--- config.mk ---
export PLATFORM = sky130hd
export DESIGN_NAME = nest_irq_ctrl
export DESIGN_NICKNAME = d
export VERILOG_FILES = /design/src/rtl/pic_pkg.sv /design/src/rtl/pic_regs.sv /design/src/rtl/pic_arbiter.sv /design/src/rtl/pic_tracker.sv /design/src/rtl/nest_irq_ctrl.sv
export SDC_FILE = /design/constraint.sdc
export NUM_CORES = 1
export LEC_CHECK = 0
export ABC_AREA = 1
export ABC_CLOCK_PERIOD_IN_PS = 3600
export BUFFER_PORTS_ARGS = -buffer_cell sky130_fd_sc_hd__buf_2
export CORE_ASPECT_RATIO = 1.4
export CORE_MARGIN = 8
export CORE_UTILIZATION = 35
export CTS_BUF_LIST = sky130_fd_sc_hd__clkbuf_8
export DETAILED_ROUTE_END_ITERATION = 16
export MAX_ROUTING_LAYER = met4
export PLACE_DENSITY = 0.66
export SLEW_MARGIN = 0
export SYNTH_ARGS = -nofsm -noshare
export SYNTH_HDL_FRONTEND = slang
export SYNTH_SLANG_ARGS = --single-unit
--- constraint.sdc ---
create_clock -name clk -period 3.6 [get_ports clk]
set_input_delay 0.72 -clock clk [delete_from_list [all_inputs] [get_ports clk]]
set_output_delay 0.72 -clock clk [all_outputs]
set_load 0.03 [all_outputs]
--- src/rtl/pic_pkg.sv ---
// Package: shared constants and helpers for the nested interrupt controller.
// Assumes a fixed set of seven sources; the poll order and the vector rule are fixed behaviour.
package pic_pkg;
    localparam int NSRC  = 7;
    localparam int IDX_W = $clog2(NSRC);
    localparam int DW    = 8;
    localparam int VEC_W = 16;

    typedef logic [NSRC-1:0]  src_vec_t;
    typedef logic [IDX_W-1:0] src_idx_t;

    // Source indices from first-polled to last-polled within one level.
    localparam int unsigned POLL [NSRC] = '{0, 5, 6, 1, 2, 3, 4};

    // Service address of a source: 8*i+3 for the first six, a separate slot for the last.
    function automatic logic [VEC_W-1:0] vec_of(input src_idx_t idx);
        logic [VEC_W-1:0] v;
        if (idx == src_idx_t'(NSRC-1))
            v = VEC_W'(16'h0053);
        else
            v = VEC_W'({idx, 3'b011});
        return v;
    endfunction
endpackage

--- src/rtl/pic_regs.sv ---
// Module: enable and level registers with a one-bit-address write port.
// Assumes writes are single-cycle strobes; reads are combinational.
module pic_regs
    import pic_pkg::*;
(
    input  logic          clk,
    input  logic          rst_n,
    input  logic          wr_en,
    input  logic          wr_sel,
    input  logic [DW-1:0] wr_data,
    input  logic          rd_sel,
    output logic [DW-1:0] en_q,
    output logic [DW-1:0] lvl_q,
    output logic [DW-1:0] rd_data
);
    // Register update; the top bit of the level register is reserved and kept at 0.
    always_ff @(posedge clk) begin
        if (!rst_n) begin
            en_q  <= '0;
            lvl_q <= '0;
        end else if (wr_en) begin
            if (wr_sel) lvl_q <= {1'b0, wr_data[DW-2:0]};
            else        en_q  <= wr_data;
        end
    end

    // Read-back multiplexer.
    always_comb rd_data = rd_sel ? lvl_q : en_q;

    a_r2_reserved_zero: assert property (@(posedge clk) disable iff (!rst_n)
        wr_en && wr_sel |=> lvl_q[DW-1] == 1'b0);
endmodule

--- src/rtl/pic_arbiter.sv ---
// Module: combinational selection of the winning source.
// Masks requests, splits them by level, gates each level by the in-service state
// and picks the first source in the fixed poll order.
module pic_arbiter
    import pic_pkg::*;
(
    input  src_vec_t req,
    input  src_vec_t en,
    input  logic     gen_en,
    input  src_vec_t lvl,
    input  logic     ins_hi,
    input  logic     ins_lo,
    output logic     win_valid,
    output src_idx_t win_idx,
    output logic     win_hi
);
    src_vec_t cand, hi_set, lo_set;
    logic     hi_any, lo_any;
    src_idx_t hi_idx, lo_idx;

    // Walk the poll order backwards so the earliest polled source is kept.
    function automatic logic [IDX_W:0] first_polled(input src_vec_t s);
        logic [IDX_W:0] r;
        r = '0;
        for (int k = NSRC-1; k >= 0; k--) begin
            if (s[POLL[k]]) r = {1'b1, IDX_W'(POLL[k])};
        end
        return r;
    endfunction

    // Masking and level split.
    always_comb begin
        cand   = req & en & {NSRC{gen_en}};
        hi_set = cand & lvl;
        lo_set = cand & ~lvl;
        {hi_any, hi_idx} = first_polled(hi_set);
        {lo_any, lo_idx} = first_polled(lo_set);
    end

    // Level gating: high needs no high routine active, low needs no routine active.
    always_comb begin
        win_valid = 1'b0;
        win_hi    = 1'b0;
        win_idx   = '0;
        if (hi_any && !ins_hi) begin
            win_valid = 1'b1;
            win_hi    = 1'b1;
            win_idx   = hi_idx;
        end else if (lo_any && !ins_hi && !ins_lo) begin
            win_valid = 1'b1;
            win_idx   = lo_idx;
        end
    end
endmodule

--- src/rtl/pic_tracker.sv ---
// Module: request strobe, vector hold and in-service level tracking.
// Assumes the core acknowledges only a raised strobe and returns once per acknowledge.
module pic_tracker
    import pic_pkg::*;
(
    input  logic             clk,
    input  logic             rst_n,
    input  logic             win_valid,
    input  src_idx_t         win_idx,
    input  logic             win_hi,
    input  logic             cpu_ack,
    input  logic             cpu_reti,
    output logic             irq,
    output logic [VEC_W-1:0] vector,
    output logic             ins_hi,
    output logic             ins_lo
);
    logic pend_hi;
    logic take, clr_hi, clr_lo;

    // Strobe and vector: latch a winner when idle, hold until acknowledged.
    always_ff @(posedge clk) begin
        if (!rst_n) begin
            irq     <= 1'b0;
            vector  <= '0;
            pend_hi <= 1'b0;
        end else if (irq) begin
            if (cpu_ack) irq <= 1'b0;
        end else if (win_valid) begin
            irq     <= 1'b1;
            vector  <= vec_of(win_idx);
            pend_hi <= win_hi;
        end
    end

    // Return retires the innermost level; acknowledge enters the pending one.
    always_comb begin
        take   = irq && cpu_ack;
        clr_hi = cpu_reti && ins_hi;
        clr_lo = cpu_reti && !ins_hi && ins_lo;
    end

    // In-service bits.
    always_ff @(posedge clk) begin
        if (!rst_n) begin
            ins_hi <= 1'b0;
            ins_lo <= 1'b0;
        end else begin
            ins_hi <= (ins_hi && !clr_hi) || (take && pend_hi);
            ins_lo <= (ins_lo && !clr_lo) || (take && !pend_hi);
        end
    end

    a_r8_hold_until_ack: assert property (@(posedge clk) disable iff (!rst_n)
        irq && !cpu_ack |=> irq && $stable(vector));
    a_r8_drop_after_ack: assert property (@(posedge clk) disable iff (!rst_n)
        irq && cpu_ack |=> !irq);
    a_r10_high_blocks_all: assert property (@(posedge clk) disable iff (!rst_n)
        ins_hi |-> !win_valid);
    a_r9_low_blocks_low: assert property (@(posedge clk) disable iff (!rst_n)
        ins_lo && win_valid |-> win_hi);
    a_r11_reti_high_first: assert property (@(posedge clk) disable iff (!rst_n)
        cpu_reti && ins_hi && !irq |=> !ins_hi && (ins_lo == $past(ins_lo)));
endmodule

--- src/rtl/nest_irq_ctrl.sv ---
// Module: top of the two-level nested interrupt controller.
// Assumes src_req is already synchronous to clk and that peripheral flags are cleared elsewhere.
module nest_irq_ctrl
    import pic_pkg::*;
(
    input  logic             clk,
    input  logic             rst_n,
    input  logic             reg_wr,
    input  logic             reg_addr,
    input  logic [DW-1:0]    reg_wdata,
    output logic [DW-1:0]    reg_rdata,
    input  logic [NSRC-1:0]  src_req,
    output logic             cpu_irq,
    output logic [VEC_W-1:0] cpu_vector,
    input  logic             cpu_ack,
    input  logic             cpu_reti
);
    logic [DW-1:0] en_q, lvl_q;
    logic          win_valid, win_hi, ins_hi, ins_lo;
    src_idx_t      win_idx;

    pic_regs u_regs (
        .clk     (clk),
        .rst_n   (rst_n),
        .wr_en   (reg_wr),
        .wr_sel  (reg_addr),
        .wr_data (reg_wdata),
        .rd_sel  (reg_addr),
        .en_q    (en_q),
        .lvl_q   (lvl_q),
        .rd_data (reg_rdata)
    );

    pic_arbiter u_arb (
        .req       (src_req),
        .en        (en_q[NSRC-1:0]),
        .gen_en    (en_q[DW-1]),
        .lvl       (lvl_q[NSRC-1:0]),
        .ins_hi    (ins_hi),
        .ins_lo    (ins_lo),
        .win_valid (win_valid),
        .win_idx   (win_idx),
        .win_hi    (win_hi)
    );

    pic_tracker u_trk (
        .clk       (clk),
        .rst_n     (rst_n),
        .win_valid (win_valid),
        .win_idx   (win_idx),
        .win_hi    (win_hi),
        .cpu_ack   (cpu_ack),
        .cpu_reti  (cpu_reti),
        .irq       (cpu_irq),
        .vector    (cpu_vector),
        .ins_hi    (ins_hi),
        .ins_lo    (ins_lo)
    );

    a_r3_global_gate: assert property (@(posedge clk) disable iff (!rst_n)
        $rose(cpu_irq) |-> $past(en_q[DW-1]));
    a_r4_source_enabled: assert property (@(posedge clk) disable iff (!rst_n)
        win_valid |-> en_q[win_idx] && src_req[win_idx]);
endmodule

# Word level (Yosys, flattened, before mapping)
# Cells that the tools add are included.
# word_totals
register_bits,35
inputBits,21
out_inout_bits,25
wordCells,60
# op_classes
eq_ne,1
n_mux,24
bitwise,7
n_reduce_logical,21
# op_table
cell,n
4-bit 2-to-1 mux,14
7-bit bitwise AND,4
1-bit logical AND,11
8-bit 2-to-1 mux,1
7-bit 2-to-1 mux,1
7-bit inverter,1
1-bit 2-to-1 mux,6
3-bit 2-to-1 mux,2
2-bit AND reduction,3
1-bit zero test,5
"3-bit equality test, second input constant",1
1-bit logical OR,2
1-bit inverter,2

# Longest topological paths before layout
# depth
ltp_word,16
mapped_depth,15
depth_no_buf,13

# By module
# A second synthesis with hierarchy kept.
# unflattened
hier_cells,246
area_unflattened_um2,1564.0
# by_module_without_submodules
mod,instances,cells_per_inst,area_each_um2,seq_area_each_um2
pic_regs,1,110,748.2,300.3
pic_tracker,1,58,430.4,180.2
pic_arbiter,1,78,385.4,0.0

# Worst setup path after synthesis
# OpenSTA, ideal clock, no wires.
# synth_path
path_type,input port to output port
start,input reg_addr
end,output reg_rdata[0]
arrival_time_ns,1.659
t_required_ns,2.880
setup_slack_ns,1.221
path_stages,3
n_path_buf,1
path_cell_list,inv_1 clkbuf_1 o21ai_0
# synth_between
elab_chain_len,1
# synth_lines
element,line_no,rtl
"start, declared",nest_irq_ctrl.sv:9,"input logic reg_addr,"
8-bit 2-to-1 mux,pic_regs.sv:28,always_comb rd_data = rd_sel ? lvl_q : en_q;
"end, declared",nest_irq_ctrl.sv:11,"output logic [DW-1:0] reg_rdata,"
# No other way between the ends.

# Worst setup path in the final report
# layout_path
start,register u_regs.en_q[7]
end,output reg_rdata[7]
# layout_between
elab_chain_len,1
# layout_lines
element,line_no,rtl
"start, declared",pic_regs.sv:12,"output logic [DW-1:0] en_q,"
"start signal, assigned",pic_regs.sv:23,else en_q <= wr_data;
8-bit 2-to-1 mux,pic_regs.sv:28,
# No other way between the ends.

==> results.md <==
- Clock sink total: 24
- Crit share post-route: 64.8%
- Main combinational cell family by area after synthesis: simple AND/OR/NAND/NOR gates
- CTS tree: built
- GRT Residual Overflow: 0
- Crit path max-delay family: flip-flops
- Yosys cell types: 28
- Mux contribution to synthesized area: 0%
- Commonest cells post-synth: nand2_1 (47), nor2_1 (35), dfxtp_1 (24), o21ai_0 (24), inv_1 (22)
- Clock skew: 1.87 ps
- Maximum vdd drop: 159 uV
- Vias in the first global route: 1440
- GRT met1 Usage: 11.8%
- Lkg Pwr: 0.831 nW
- CP Cell Sequence: inv_1, nor2_1, buf_2
- Wire per inst: 11.4 um
- Die area: 6920 um^2
- Post-Syn Area: 1570 um^2
- GRT Total Usage: 11.9%
- Setup Crit Path Kind: reg2out
- Met3 Track Usage GR: 1.68%
- Post-CTS Setup Bufs: 0
- Main flop type after synthesis: dfxtp_1
- Layout Cells excl Fill: 323
- Layout cell share with drive strength beyond 1: 23.4%
- XOR/XNOR share of the synthesized area: 0%
- Worst slew pin tran: 814 ps
- Worst Hold Depth: 2
- # DRC: 0
- Reg2Reg Depth: 10
- Cell total after placement: 319
- TritonCTS Buffers: 3
- CTS-repair resized insts: 0
- Setup crit end: reg_rdata[7]
- Crit path from: u_regs.en_q[7]
- Die width: 72.6 um
- Max-cap violation count: 0
- RR Endpoint: u_trk.vector[6]
- Hold Crit Class: reg2reg
- Setup TNS: 0 ps
- Fmax: 429 MHz
- Slew headroom: 45.6%
- CP max stage cell: dfxtp_1
- Global routing's busiest layer: met2
- Critical Path RT: 2880 ps
- IO Count: 46
- Status: finished, final reports clean
- Final setup viols: 0
- Simple-gate share of the synthesized area: 40.6%
- Buf+Inv Stages, Crit Path: 2
- Worst Min Path Start: u_trk.vector[5]
- Crit. End Element: output port
- Initial antenna violation count: 0
- Clock Latency Late Sink: 270 ps
- Post-synthesis compound-gate area fraction: 14.4%
- Avg Cell Area, Syn: 6.83 um^2
- 1st-pass router iterations: 4
- Clk pin slew, worst setup/hold paths: 80 ps
- WL final: 3670 um
- Worst setup SP type: flip-flop
- Synthesis-to-finish area growth: 14.6%
- Clock Tree Buf Depth: 2
- Clk Tree Root Cell: clkbuf_8
- Initial DRC Count: 29
- Asr flop ratio synth: 0%
- Yosys reg bits: 24
- R2R Setup Slk: 1450 ps
- Post-synthesis adder-cell area fraction: 0%
- Yosys top cell area share: 30.6%
- Cell Rows: 29
- Dpl hpwl: 3030 um
- Pin count of the biggest net entering global routing: 20
- Number of cells on the critical path: 3
- Via count: 1499
- PortBufs: 35
- Sequential fraction of the synthesis area: 30.6%
- Post-synth EDFFs: 0
- First-pass GRT wire length: 6400 um
- Slowest stage delay, CP: 860 ps
- Pins Over Slew Limit: 0
- Crit path max fanout: 18
- Critical R2R Launch: u_regs.en_q[7]
- RePlAce Congestion: 0.796
- Nets: 283
- DIE HEIGHT: 95.3 um
- M2 GR Usage: 21.7%
- Initial Util: 35.5%
- Via density: 4.64
- Worst EP arrival: 1610 ps
- Antenna Nets Post-Route: 0
- Top-count cell post-synth: nand2_1
- Post-Synthesis Cells: 230
- YS warnings: 0
- Htree depth: 1
- N_diodes: 0
- RSZ-0062 raised after global routing: false
- CTS Hold Bufs: 0
- Core Area: 4430 um^2
- Final min period: 2330 ps
- Cell taking the most area after synthesis: dfxtp_1
- PwrDens: 369 nW/um^2
- Synth area leaders: dfxtp_1 (31%), nand2_1 (11%), nor2_1 (8.4%), o21ai_0 (7.6%), buf_4 (5.3%)
- Final Hold Viols: 0
==> state kept, by name, indices dropped and copies added (netlist names) <==
name	flops
u_trk.vector	5
u_trk.irq	1
u_trk.ins_lo	1
u_trk.pend_hi	1
u_regs.lvl_q	7
u_trk.ins_hi	1
u_regs.en_q	8
==> kinds of logic (layout without fill, tap and decap cells) <==
kind of cell,after synthesis,after routing
compound gates,44,44
other cells,1,10
flops,24,24
buf+inv,42,64
simple gates,119,119
==> final cells by class <==
cell class | instances | area (um^2)
fill | 516 | 2630
multi-input combinational | 173 | 901
sequential | 24 | 480
timing repair buffer | 35 | 175
inverter | 25 | 93.8
tap | 62 | 77.6
clock buffer | 3 | 41.3
clock inverter | 1 | 30.0
==> worst min-delay path, cell delays in order (launching register included) <==
cell	delay, ps
dfxtp_1	310
nand2_1	60
a21oi_1	50
==> worst min path at each step <==
stage	end
after floorplan	u_trk.pend_hi
after global placement	u_trk.vector[6]
after detailed placement	u_trk.vector[6]
after CTS	u_trk.vector[6]
after global routing	u_trk.vector[6]
final	u_trk.vector[5]
==> metal layers <==
metal  routed length [um]  up-vias  share of wire [%]
met5                    0        -                  0
met4                   93        0                2.5
met3                  135        7                3.7
met2                 1990       29                 54
met1                 1460      675                 40
li1                     -      788                  -
==> per-stage QoR <==
stage / hold slack (ps) / power (mW) / setup slack (ps) / utilization [%] / cell area (um^2)
2_1_floorplan: 447 / 0.407 / 1220 / - / 1600
3_3_place_gp: 450 / 0.430 / 1360 / 39.0 / 1730
3_5_place_dp: 454 / 0.432 / 1340 / 39.0 / 1730
4_1_cts: 467 / 0.670 / 1250 / 40.6 / 1800
5_1_grt: 507 / 0.699 / 1130 / 40.6 / 1800
6_report: 467 / 0.664 / 1270 / 40.6 / 1800
==> power by group <==
group | internal [mW] | switching [mW] | total [mW]
registers | 0.281 | 0.0184 | 0.299
clock network | 0.149 | 0.0903 | 0.239
logic | 0.0355 | 0.0902 | 0.126
total | 0.465 | 0.199 | 0.664
==> layout by cell type, fill, tap and decap left out, types with 3 or more instances in the layout <==
cell,count
a21oi_1,16
buf_2,35
clkbuf_8,3
conb_1,10
dfxtp_1,24
inv_1,22
nand2_1,47
nand2_4,5
nand3_1,7
nand4_1,10
nand4_4,3
nor2_1,35
nor2_2,3
o21ai_0,24
Power figures use the tool's default switching activity.
